[config.mk]
export PLATFORM = sky130hd
export DESIGN_NAME = pwp_partition_guard
export DESIGN_NICKNAME = d
export VERILOG_FILES = /design/src/rtl/pwp_pkg.sv /design/src/rtl/pwp_cycle_track.sv /design/src/rtl/pwp_unlock_seq.sv /design/src/rtl/pwp_wr_gate.sv /design/src/rtl/pwp_partition_guard.sv
export SDC_FILE = /design/constraint.sdc
export NUM_CORES = 1
export LEC_CHECK = 0
export ABC_AREA = 1
export CELL_PAD_IN_SITES_DETAIL_PLACEMENT = 0
export CELL_PAD_IN_SITES_GLOBAL_PLACEMENT = 2
export CORE_MARGIN = 1
export CORE_UTILIZATION = 31
export DETAILED_ROUTE_END_ITERATION = 8
export PLACE_DENSITY_LB_ADDON = 0.1
export SETUP_SLACK_MARGIN = 0.02
export SYNTH_ARGS = -nofsm -noshare
export SYNTH_HDL_FRONTEND = slang
export SYNTH_SLANG_ARGS = --single-unit
export TNS_END_PERCENT = 100
[constraint.sdc]
create_clock -name clk -period 2 [get_ports clk]
set_input_delay 0.5 -clock clk [delete_from_list [all_inputs] [get_ports clk]]
set_output_delay 0.5 -clock clk [all_outputs]
set_load 0.05 [all_outputs]
[src/rtl/pwp_pkg.sv]
`timescale 1ns/1ps
package pwp_pkg;
  localparam int ADDR_W = 4;
  localparam int PART_N = 1 << ADDR_W;
  localparam int LOAD_N = PART_N / ADDR_W;

  typedef enum logic {
    PH_MATCH = 1'b0,
    PH_LOAD  = 1'b1
  } phase_e;

  typedef struct packed {
    logic              done;
    logic              is_wr;
    logic [ADDR_W-1:0] addr;
  } bus_cyc_t;
endpackage

[src/rtl/pwp_cycle_track.sv]
`timescale 1ns/1ps
module pwp_cycle_track
  import pwp_pkg::*;
(
  input  logic              clk,
  input  logic              rst_n,
  input  logic              ce_n_i,
  input  logic              we_n_i,
  input  logic [ADDR_W-1:0] addr_i,
  output bus_cyc_t          cyc_o
);
  logic              ce_q;
  logic              act_q, act_d;
  logic              wr_q, wr_d;
  logic [ADDR_W-1:0] addr_q;
  logic              ce_fall, ce_rise;

  always_comb begin
    ce_fall = ce_q & ~ce_n_i;
    ce_rise = ~ce_q & ce_n_i & act_q;
    act_d   = act_q;
    wr_d    = wr_q;
    if (ce_fall) begin
      act_d = 1'b1;
      wr_d  = ~we_n_i;
    end else if (act_q && !ce_n_i) begin
      wr_d  = wr_q | ~we_n_i;
    end else if (ce_rise) begin
      act_d = 1'b0;
    end
    cyc_o.done  = ce_rise;
    cyc_o.is_wr = wr_q;
    cyc_o.addr  = addr_q;
  end

  always_ff @(posedge clk or negedge rst_n) begin
    if (!rst_n) begin
      ce_q   <= 1'b1;
      act_q  <= 1'b0;
      wr_q   <= 1'b0;
      addr_q <= '0;
    end else begin
      ce_q  <= ce_n_i;
      act_q <= act_d;
      wr_q  <= wr_d;
      if (ce_fall) addr_q <= addr_i;
    end
  end
endmodule

[src/rtl/pwp_unlock_seq.sv]
`timescale 1ns/1ps
module pwp_unlock_seq
  import pwp_pkg::*;
#(
  parameter int                          PAT_LEN    = 20,
  parameter logic [PAT_LEN*ADDR_W-1:0]   UNLOCK_PAT = 80'hA5C3_B478_1E2D_96F0_5A3C
)(
  input  logic              clk,
  input  logic              rst_n,
  input  logic              en_i,
  input  bus_cyc_t          cyc_i,
  output logic [PART_N-1:0] map_o
);
  localparam int STEP_W = $clog2(PAT_LEN + 1);
  localparam int LD_W   = (LOAD_N > 1) ? $clog2(LOAD_N) : 1;
  localparam logic [STEP_W-1:0] LAST_STEP = STEP_W'(PAT_LEN - 1);
  localparam logic [LD_W-1:0]   LAST_LD   = LD_W'(LOAD_N - 1);

  phase_e            phase_q, phase_d;
  logic [STEP_W-1:0] step_q, step_d;
  logic [LD_W-1:0]   ld_q, ld_d;
  logic [PART_N-1:0] map_q, map_d;
  logic              map_we;
  logic              hit_cur, hit_first;

  function automatic logic [ADDR_W-1:0] pat_at(input logic [STEP_W-1:0] idx);
    return UNLOCK_PAT[idx*ADDR_W +: ADDR_W];
  endfunction

  always_comb begin
    phase_d   = phase_q;
    step_d    = step_q;
    ld_d      = ld_q;
    map_we    = 1'b0;
    hit_cur   = (cyc_i.addr == pat_at(step_q));
    hit_first = (cyc_i.addr == pat_at('0));
    if (!en_i) begin
      phase_d = PH_MATCH;
      step_d  = '0;
      ld_d    = '0;
    end else if (cyc_i.done) begin
      if (cyc_i.is_wr) begin
        phase_d = PH_MATCH;
        step_d  = '0;
        ld_d    = '0;
      end else if (phase_q == PH_MATCH) begin
        if (hit_cur) begin
          if (step_q == LAST_STEP) begin
            phase_d = PH_LOAD;
            step_d  = '0;
            ld_d    = '0;
          end else begin
            step_d = step_q + 1'b1;
          end
        end else begin
          step_d = {{(STEP_W-1){1'b0}}, hit_first};
        end
      end else begin
        map_we = 1'b1;
        ld_d   = ld_q + 1'b1;
        if (ld_q == LAST_LD) phase_d = PH_MATCH;
      end
    end
  end

  always_comb begin
    map_d = map_q;
    map_d[ld_q*ADDR_W +: ADDR_W] = cyc_i.addr;
  end

  always_ff @(posedge clk or negedge rst_n) begin
    if (!rst_n) begin
      phase_q <= PH_MATCH;
      step_q  <= '0;
      ld_q    <= '0;
      map_q   <= '0;
    end else begin
      phase_q <= phase_d;
      step_q  <= step_d;
      ld_q    <= ld_d;
      if (map_we) map_q <= map_d;
    end
  end

  assign map_o = map_q;
endmodule

[src/rtl/pwp_wr_gate.sv]
`timescale 1ns/1ps
module pwp_wr_gate
  import pwp_pkg::*;
(
  input  logic              en_i,
  input  logic              we_n_i,
  input  logic [ADDR_W-1:0] addr_i,
  input  logic [PART_N-1:0] map_i,
  output logic              wr_n_o,
  output logic              wr_oe_o
);
  logic [PART_N-1:0] hit;

  for (genvar p = 0; p < PART_N; p++) begin : g_part
    assign hit[p] = map_i[p] && (addr_i == ADDR_W'(p));
  end

  assign wr_n_o  = en_i ? (we_n_i | (|hit)) : 1'b1;
  assign wr_oe_o = en_i;
endmodule

[src/rtl/pwp_partition_guard.sv]
`timescale 1ns/1ps
module pwp_partition_guard
  import pwp_pkg::*;
#(
  parameter int                        PAT_LEN    = 20,
  parameter logic [PAT_LEN*ADDR_W-1:0] UNLOCK_PAT = 80'hA5C3_B478_1E2D_96F0_5A3C
)(
  input  logic              clk,
  input  logic              rst_n,
  input  logic              strap_en,
  input  logic              ce_n,
  input  logic              we_n,
  input  logic [ADDR_W-1:0] addr,
  output logic              wr_n_o,
  output logic              wr_oe_o,
  output logic [PART_N-1:0] prot_map
);
  bus_cyc_t cyc;

  pwp_cycle_track u_track (
    .clk    (clk),
    .rst_n  (rst_n),
    .ce_n_i (ce_n),
    .we_n_i (we_n),
    .addr_i (addr),
    .cyc_o  (cyc)
  );

  pwp_unlock_seq #(
    .PAT_LEN    (PAT_LEN),
    .UNLOCK_PAT (UNLOCK_PAT)
  ) u_seq (
    .clk   (clk),
    .rst_n (rst_n),
    .en_i  (strap_en),
    .cyc_i (cyc),
    .map_o (prot_map)
  );

  pwp_wr_gate u_gate (
    .en_i    (strap_en),
    .we_n_i  (we_n),
    .addr_i  (addr),
    .map_i   (prot_map),
    .wr_n_o  (wr_n_o),
    .wr_oe_o (wr_oe_o)
  );
endmodule

==> reports/metrics.yaml, run 1 <==
run_status:
  status: "completed"
floorplanning:
  rows: 28
  ios: 27
  start_util: 0.324
  core-area_um2: 5990
  die_x_um: 81.1
  die_h_um: 81.1
  die_area_um2: 6570
final_layout:
  design_area_um2: 2580
  area_growth_pct: 33.1
  nets: 327
  final_core_util: 0.430
  n_antenna_cell: 0
  layout-drive-gt1-share: 0.277
min_path:
  hold_path.class: "flop to flop"
global_routing:
  grt_overflow_total: 0
  antenna_found_initial: 0
  grt.total_usage: 0.164
  grt_pass1_vias: 1616
  grt_max_degree: 32
  grt_first_pass_wirelength_um: 7960
sta:
  whs_ns: 0.548
  max_clock_freq_mhz: 519
  slew_headroom: 0.662
  drv_slew: 0
  tightest_slew_ns: 0.506
  grt_setup_unrepaired: "yes"
  setup-violations-final: 0
  period_share: 0.963
  finalSetupTns_ns: 0
  skew_ns: 0.00681
  fin_crit_ns: 1.93
  hold_viol: 0
worst_setup_path:
  critPathMaxFanout: 2
  cp.required_ns: 1.50
  cp_slowest_stage_delay_ns: 0.80
  path_delay_family: "buffers and inverters"
  endpoint_kind: "primary output"
  start_kind: "flop"
  cp.arrival_ns: 1.43
  crit_path_top_delay_cell: "clkdlybuf4s50_1"
  path_cells: "clkdlybuf4s50_1"
  worst-setup-path-type: "flop to primary output"
  path_buf_inv: 1
clocking:
  clockBufferDepth: 2
  clock_latency_ns: 0.28
  cts_inserted_buffers: 5
  tritoncts: "yes"
  cts_hold_buf: 0
  cts_sinks: 31
  path_clk_slew_ns: 0.07
  cts_root_buffer: "clkbuf_8"
  htree_levels: 2
detailed_routing:
  top_layer: "met4"
  firstDrtPassIters: 4
  drc: 0
  vias_per_cell: 4.58
  routedWlPerCell_um: 12.8
  dr_wl_met3_um: 169
  totalWireLength_um: 4910
  vias: 1762
  met1_length_um: 2430
  wl_met2_um: 2250
  ant_nets: 0
  dr.first_iter.drc_count: 92
pwr:
  p_per_area_nw_per_um2: 580
  ir_drop_v: 0.000434
  p_leak_nw: 1.27
logic_synthesis:
  synth_ff_type: "dfrtp_1"
  synth_nets: 274
  synth_seq_cells: 31
  synth.most_common_cell: "nand2_1"
  avgSynthCellArea_um2: 7.54
  synthArstFlopShare: 1.00
  synth_warnings: 0
  synth_area_um2: 1940
  synth-edff-count: 0
  yosysTopAreaCell: "dfrtp_1"
  synth_area_leaders: "dfrtp_1, nand2_1, nand3_1"
  synth-seq-area-share: 0.401
  yosys-top-cells-count: "nand2_1, inv_1, dfrtp_1"
  yosysUniqueCellTypes: 28
  netlist_instances: 257
  synth_top_area_share: 0.387
placed_design:
  io_buffers: 26
  post_dp_cell_area_um2: 2420
  hpwl_um: 3860
  place.gp.congestion: 0.798
run:
  maxCapViolations: 0
-- sequential cells by signal, summed over array words and instances (netlist names) --
register	cells
u_seq.phase_q	1
u_seq.step_q	5
u_track.addr_q	4
u_seq.ld_q	2
u_track.ce_q	1
u_seq.map_o	16
u_track.wr_q	1
u_track.act_q	1
-- power breakdown --
group / total [mW] / switching, mW / leakage [nW] / internal, mW
clock: 0.497 / 0.228 / 0.0470 / 0.270
combinational: 0.299 / 0.183 / 0.844 / 0.116
sequential: 0.698 / 0.0379 / 0.380 / 0.660
-- routing by layer --
metal,vias to the layer above,GRT usage
li1,940,-
met1,784,0.224
met2,30,0.253
met3,8,0.0348
met4,0,0.0589
met5,-,0
-- tightest hold or removal path, stage by stage (launching register included) --
cell and delay (ns):
dfrtp_1 0.40, nand2_1 0.07, nand2_1 0.05
-- logic make-up (layout without fill, tap and decap cells) --
kind of cell	count (synthesis)	count (layout)	share of synthesized area
adder cells (fa/ha/maj)	8	8	0.0516
buffers and inverters	46	99	0.0943
flip-flops	31	31	0.401
XOR/XNOR	3	3	0.0136
AND/OR/NAND/NOR	131	131	0.333
AO/OA/AOI/OAI	38	38	0.107
-- per-stage QoR --
step | cells | setup WS, ns | power, mW
2_1_floorplan | 257 | 0.0213 | 0.872
3_3_place_gp | 375 | -0.397 | 1.00
3_5_place_dp | 375 | -0.406 | 1.00
4_1_cts | 383 | 0.0413 | 1.51
5_1_grt | 385 | -0.00327 | 1.58
6_report | 385 | 0.0732 | 1.50
-- final timing paths --
kind                                 start              to  slack, ns  cells past startpoint
setup / recovery           u_seq.map_o[13]    prot_map[13]       0.07                      1
hold / removal               u_seq.ld_q[1]   u_seq.ld_q[1]       0.55                      2
setup reg to reg           u_seq.step_q[0]   u_seq.ld_q[1]       0.18                     13
hold reg to reg              u_seq.ld_q[1]   u_seq.ld_q[1]       0.55                      2
max in group asynchronous            rst_n    u_track.ce_q       1.06                      2
min in group asynchronous            rst_n  u_seq.map_o[2]       0.61                      2
-- cell usage in the layout, fill, tap and decap left out, types with 2 or more instances in the layout --
| cell type | n |
|---|---|
| nor2_2 | 4 |
| o21ai_1 | 3 |
| nor2_4 | 7 |
| buf_12 | 2 |
| nor2_1 | 19 |
| nand3_2 | 4 |
| nand2_1 | 52 |
| nand2_2 | 8 |
| inv_2 | 9 |
| a21oi_1 | 13 |
| inv_1 | 33 |
| xor2_1 | 3 |
| dlymetal6s2s_1 | 4 |
| o22ai_1 | 3 |
| nand3_1 | 26 |
| nand4_1 | 7 |
| dfrtp_1 | 30 |
| clkbuf_8 | 6 |
| ha_1 | 7 |
| clkdlybuf4s50_1 | 6 |
| o21ai_0 | 14 |
| buf_4 | 35 |
-- repair_timing --
action / 4_1_cts / 5_1_grt
hold endpoints to repair: 0 / 0
setup endpoints to repair: 1 / 10
pin swaps: 3 / 7
buffers inserted: 1 / 2
gates resized for setup: 18 / 10
-- area by class of cell --
type                       instances  area (um2)
tap                               75        93.8
clock inverter                     1        5.00
multi-input combinational        180        1030
clock buffer                       6        82.6
fill                             611        3410
inverter                          42         158
sequential                        31         777
timing repair buffer              50         434
Note: power is estimated with default switching activity, not from simulation.
==> inputs of run 2 (changes only) <==
Settings changed: CAP_MARGIN set to 40.
==> results of run 2 <==
Final layout, timing and power as in run 1 (identical DEF).
==> inputs of run 3 (changes only) <==
Settings changed: ABC_AREA 1 to not set, CORE_UTILIZATION 31 to 34.
==> reports/metrics.yaml, run 3 <==
detailed_routing:
  totalWireLength_um: 5880  # was 4910 um
  routedWlPerCell_um: 16.5  # was 12.8 um
  ant_nets: 0  # unchanged
  vias: 1830  # was 1762
  vias_per_cell: 5.13  # was 4.58
  drc: 0  # unchanged
  firstDrtPassIters: 4  # unchanged
  dr.first_iter.drc_count: 125  # was 92
logic_synthesis:
  yosysUniqueCellTypes: 54  # was 28
  synth_area_leaders: "dfrtp_1, nand2_1, mux4_2"  # was dfrtp_1, nand2_1, nand3_1
  netlist_instances: 199  # was 257
  synth_seq_cells: 31  # unchanged
  yosysTopAreaCell: "dfrtp_1"  # unchanged
  avgSynthCellArea_um2: 9.78  # was 7.54 um2
  synth_top_area_share: 0.386  # was 0.387
  synth_warnings: 0  # unchanged
  synthArstFlopShare: 1.00  # unchanged
  yosys-top-cells-count: "nand2_1, dfrtp_1, o21ai_0"  # was nand2_1, inv_1, dfrtp_1
  synth.most_common_cell: "nand2_1"  # unchanged
  synth_ff_type: "dfrtp_1"  # unchanged
  synth-edff-count: 0  # unchanged
  synth_area_um2: 1950  # was 1940 um2
  synth_nets: 216  # was 274
  synth-seq-area-share: 0.399  # was 0.401
run_status:
  status: "complete, but fails checks"  # was completed
  violations: "setup timing"
worst_setup_path:
  r2r-start: "u_seq.step_q[0]"  # unchanged
  cp_slowest_stage_delay_ns: 0.49  # was 0.80 ns
  r2r_cells: 9  # was 13
  reg2reg_slack_ns: -0.36  # was 0.18 ns
  path_buf_inv: 1  # unchanged
  cp.required_ns: 1.50  # about the same
  start_kind: "flop"  # unchanged
  path_cells: "mux4_2 > mux4_2 > or3_4 > buf_6"  # was clkdlybuf4s50_1
  crit_path_top_delay_cell: "mux4_2"  # was clkdlybuf4s50_1
  endpoint_kind: "primary output"  # unchanged
  reg2reg_to: "u_seq.ld_q[0]"  # was u_seq.ld_q[1]
  critPathMaxFanout: 2  # unchanged
  cp.arrival_ns: 2.16  # was 1.43 ns
  path_delay_family: "multiplexers"  # was buffers and inverters
  worst-setup-path-type: "flop to primary output"  # unchanged
  path_common_cell: "mux4_2"
final_layout:
  layout-drive-gt1-share: 0.516  # was 0.277
  n_antenna_cell: 0  # unchanged
  largest_reg_flops: 16  # unchanged
  area_growth_pct: 51.2  # was 33.1%
  nets: 301  # was 327
  seq_area_um2: 800  # was 777 um2
  multi_input_area_um2: 1230  # was 1030 um2
  layout_commonest_cell: "buf_4"  # was nand2_1
  final_cell_mix: "buf_4, nand2_1, o21ai_0"  # was nand2_1, buf_4, inv_1
  num-fill-cells: 490  # was 611
global_routing:
  grt.total_usage: 0.209  # was 0.164
  antenna_found_initial: 0  # unchanged
  grt_pass1_vias: 1883  # was 1616
  grt_max_degree: 32  # unchanged
  grt_overflow_total: 0  # unchanged
  grt_first_pass_wirelength_um: 9550  # was 7960 um
sta:
  slew_headroom: 0.672  # was 0.662
  hold_viol: 0  # unchanged
  period_share: 1.33  # was 0.963
  fin_crit_ns: 2.66  # was 1.93 ns
  skew_ns: 0.00884  # was 0.00681 ns
  max_clock_freq_mhz: 376  # was 519 MHz
  setup_ws_ns: -0.663  # was 0.0732 ns
  grt_setup_unrepaired: "yes"  # unchanged
  drv_slew: 0  # unchanged
  finalSetupTns_ns: -2.86  # was 0 ns
  setup-violations-final: 9  # was 0
  tightest_slew_ns: 0.487  # was 0.506 ns
min_path:
  hold_path.class: "primary input to flop"  # was flop to flop
  hold_path_depth: 2  # unchanged
  hold_start: "addr[1]"  # was u_seq.ld_q[1]
  min_to: "u_track.addr_q[1]"  # was u_seq.ld_q[1]
pwr:
  p_leak_nw: 1.24  # was 1.27 nW
  p_per_area_nw_per_um2: 483  # was 580 nW/um2
  ir_drop_v: 0.000310  # was 0.000434 V
run:
  maxCapViolations: 0  # unchanged
clocking:
  tritoncts: "yes"  # unchanged
  clock_latency_ns: 0.28  # about the same
  htree_levels: 2  # unchanged
  cts_root_buffer: "clkbuf_8"  # unchanged
  cts_sinks: 31  # unchanged
  clockBufferDepth: 2  # unchanged
  cts_inserted_buffers: 5  # unchanged
  path_clk_slew_ns: 0.07  # about the same
placed_design:
  place.gp.congestion: 0.853  # was 0.798
  pre_cts_ws_ns: -1.24  # was -0.406 ns
  hpwl_um: 4360  # was 3860 um
  io_buffers: 26  # unchanged
floorplanning:
  die_h_um: 77.7  # was 81.1 um
  core-area_um2: 5510  # was 5990 um2
  ios: 27  # unchanged
  die_x_um: 77.7  # was 81.1 um
  rows: 27  # was 28
  start_util: 0.354  # was 0.324
  die_area_um2: 6030  # was 6570 um2
==> run 3: cell count changes after synthesis, moves of 4 or more <==
cell,delta
inv_1,-23
nand3_1,-23
nand2_1,-17
nor2_1,-17
a21oi_1,-9
inv_2,-7
nor2_4,-6
o21ai_0,+6
mux4_2,+5
nand2_2,-5
mux2_2,+4
nor2b_1,+4
==> run 3: repair_timing <==
| action | CTS | global route |
|---|---|---|
| setup endpoints to repair | 9 | 9 |
| hold buffers | 0 | 0 |
| setup buffers | 1 | 4 |
| pin swaps | 7 | 17 |
| gates resized for setup | 20 | 15 |
==> run 3: logic make-up after synthesis <==
kind of cell,synth area share
buffers and inverters,0.0508
xor gates and xnor gates,0.0212
and+or+nand+nor,0.217
muxes,0.0868
AOI/OAI and AO/OA,0.168
DFF,0.399
adders and majority gates,0.0566
==> run 3: cell type report <==
cell class | count | area share
Clock inverter | 1 | 0.00170
Sequential cell | 31 | 0.272
Tap cell | 72 | 0.0306
Multi-Input combinational cell | 148 | 0.419
Clock buffer | 7 | 0.0259
Timing Repair Buffer | 86 | 0.234
Inverter | 12 | 0.0170
==> run 3: how the worst max path moves through the flow <==
stage,startpoint,end,slack (ns),depth (start not counted)
floorplan,u_seq.map_o[15],wr_n_o,-0.37,3
global placement,addr[1],wr_n_o,-1.19,5
detailed placement,addr[1],wr_n_o,-1.24,5
CTS,u_seq.map_o[4],wr_n_o,-0.69,4
global route,u_seq.map_o[4],wr_n_o,-0.71,4
finish,u_seq.map_o[4],wr_n_o,-0.66,4
==> run 3: per-layer routing <==
metal / wire [um] / vias to the layer above / global-route usage
met1: 2560 / 897 / 0.257
met4: 71 / 0 / 0.0547
met3: 173 / 8 / 0.0424
met2: 3070 / 35 / 0.370
li1: - / 890 / -
met5: 0 / - / 0
==> run 3: metrics by stage <==
| step | power, mW | utilization | hold WS, ns | cell area, um2 | instances |
|---|---|---|---|---|---|
| 2_1_floorplan | 0.789 | - | 0.204 | 2010 | 199 |
| 3_3_place_gp | 0.908 | 0.490 | 0.552 | 2700 | 345 |
| 5_1_grt | 1.49 | 0.535 | 0.552 | 2940 | 357 |
| 6_report | 1.42 | 0.535 | 0.547 | 2940 | 357 |
| 4_1_cts | 1.42 | 0.517 | 0.545 | 2850 | 354 |
| 3_5_place_dp | 0.915 | 0.490 | 0.577 | 2700 | 345 |
==> run 3: where the power goes <==
| part | internal [mW] | leakage (nW) | switching (mW) |
|---|---|---|---|
| clock | 0.244 | 0.0422 | 0.244 |
| combinational | 0.128 | 0.807 | 0.133 |
| sequential | 0.646 | 0.386 | 0.0271 |
| total | 1.02 | 1.24 | 0.405 |
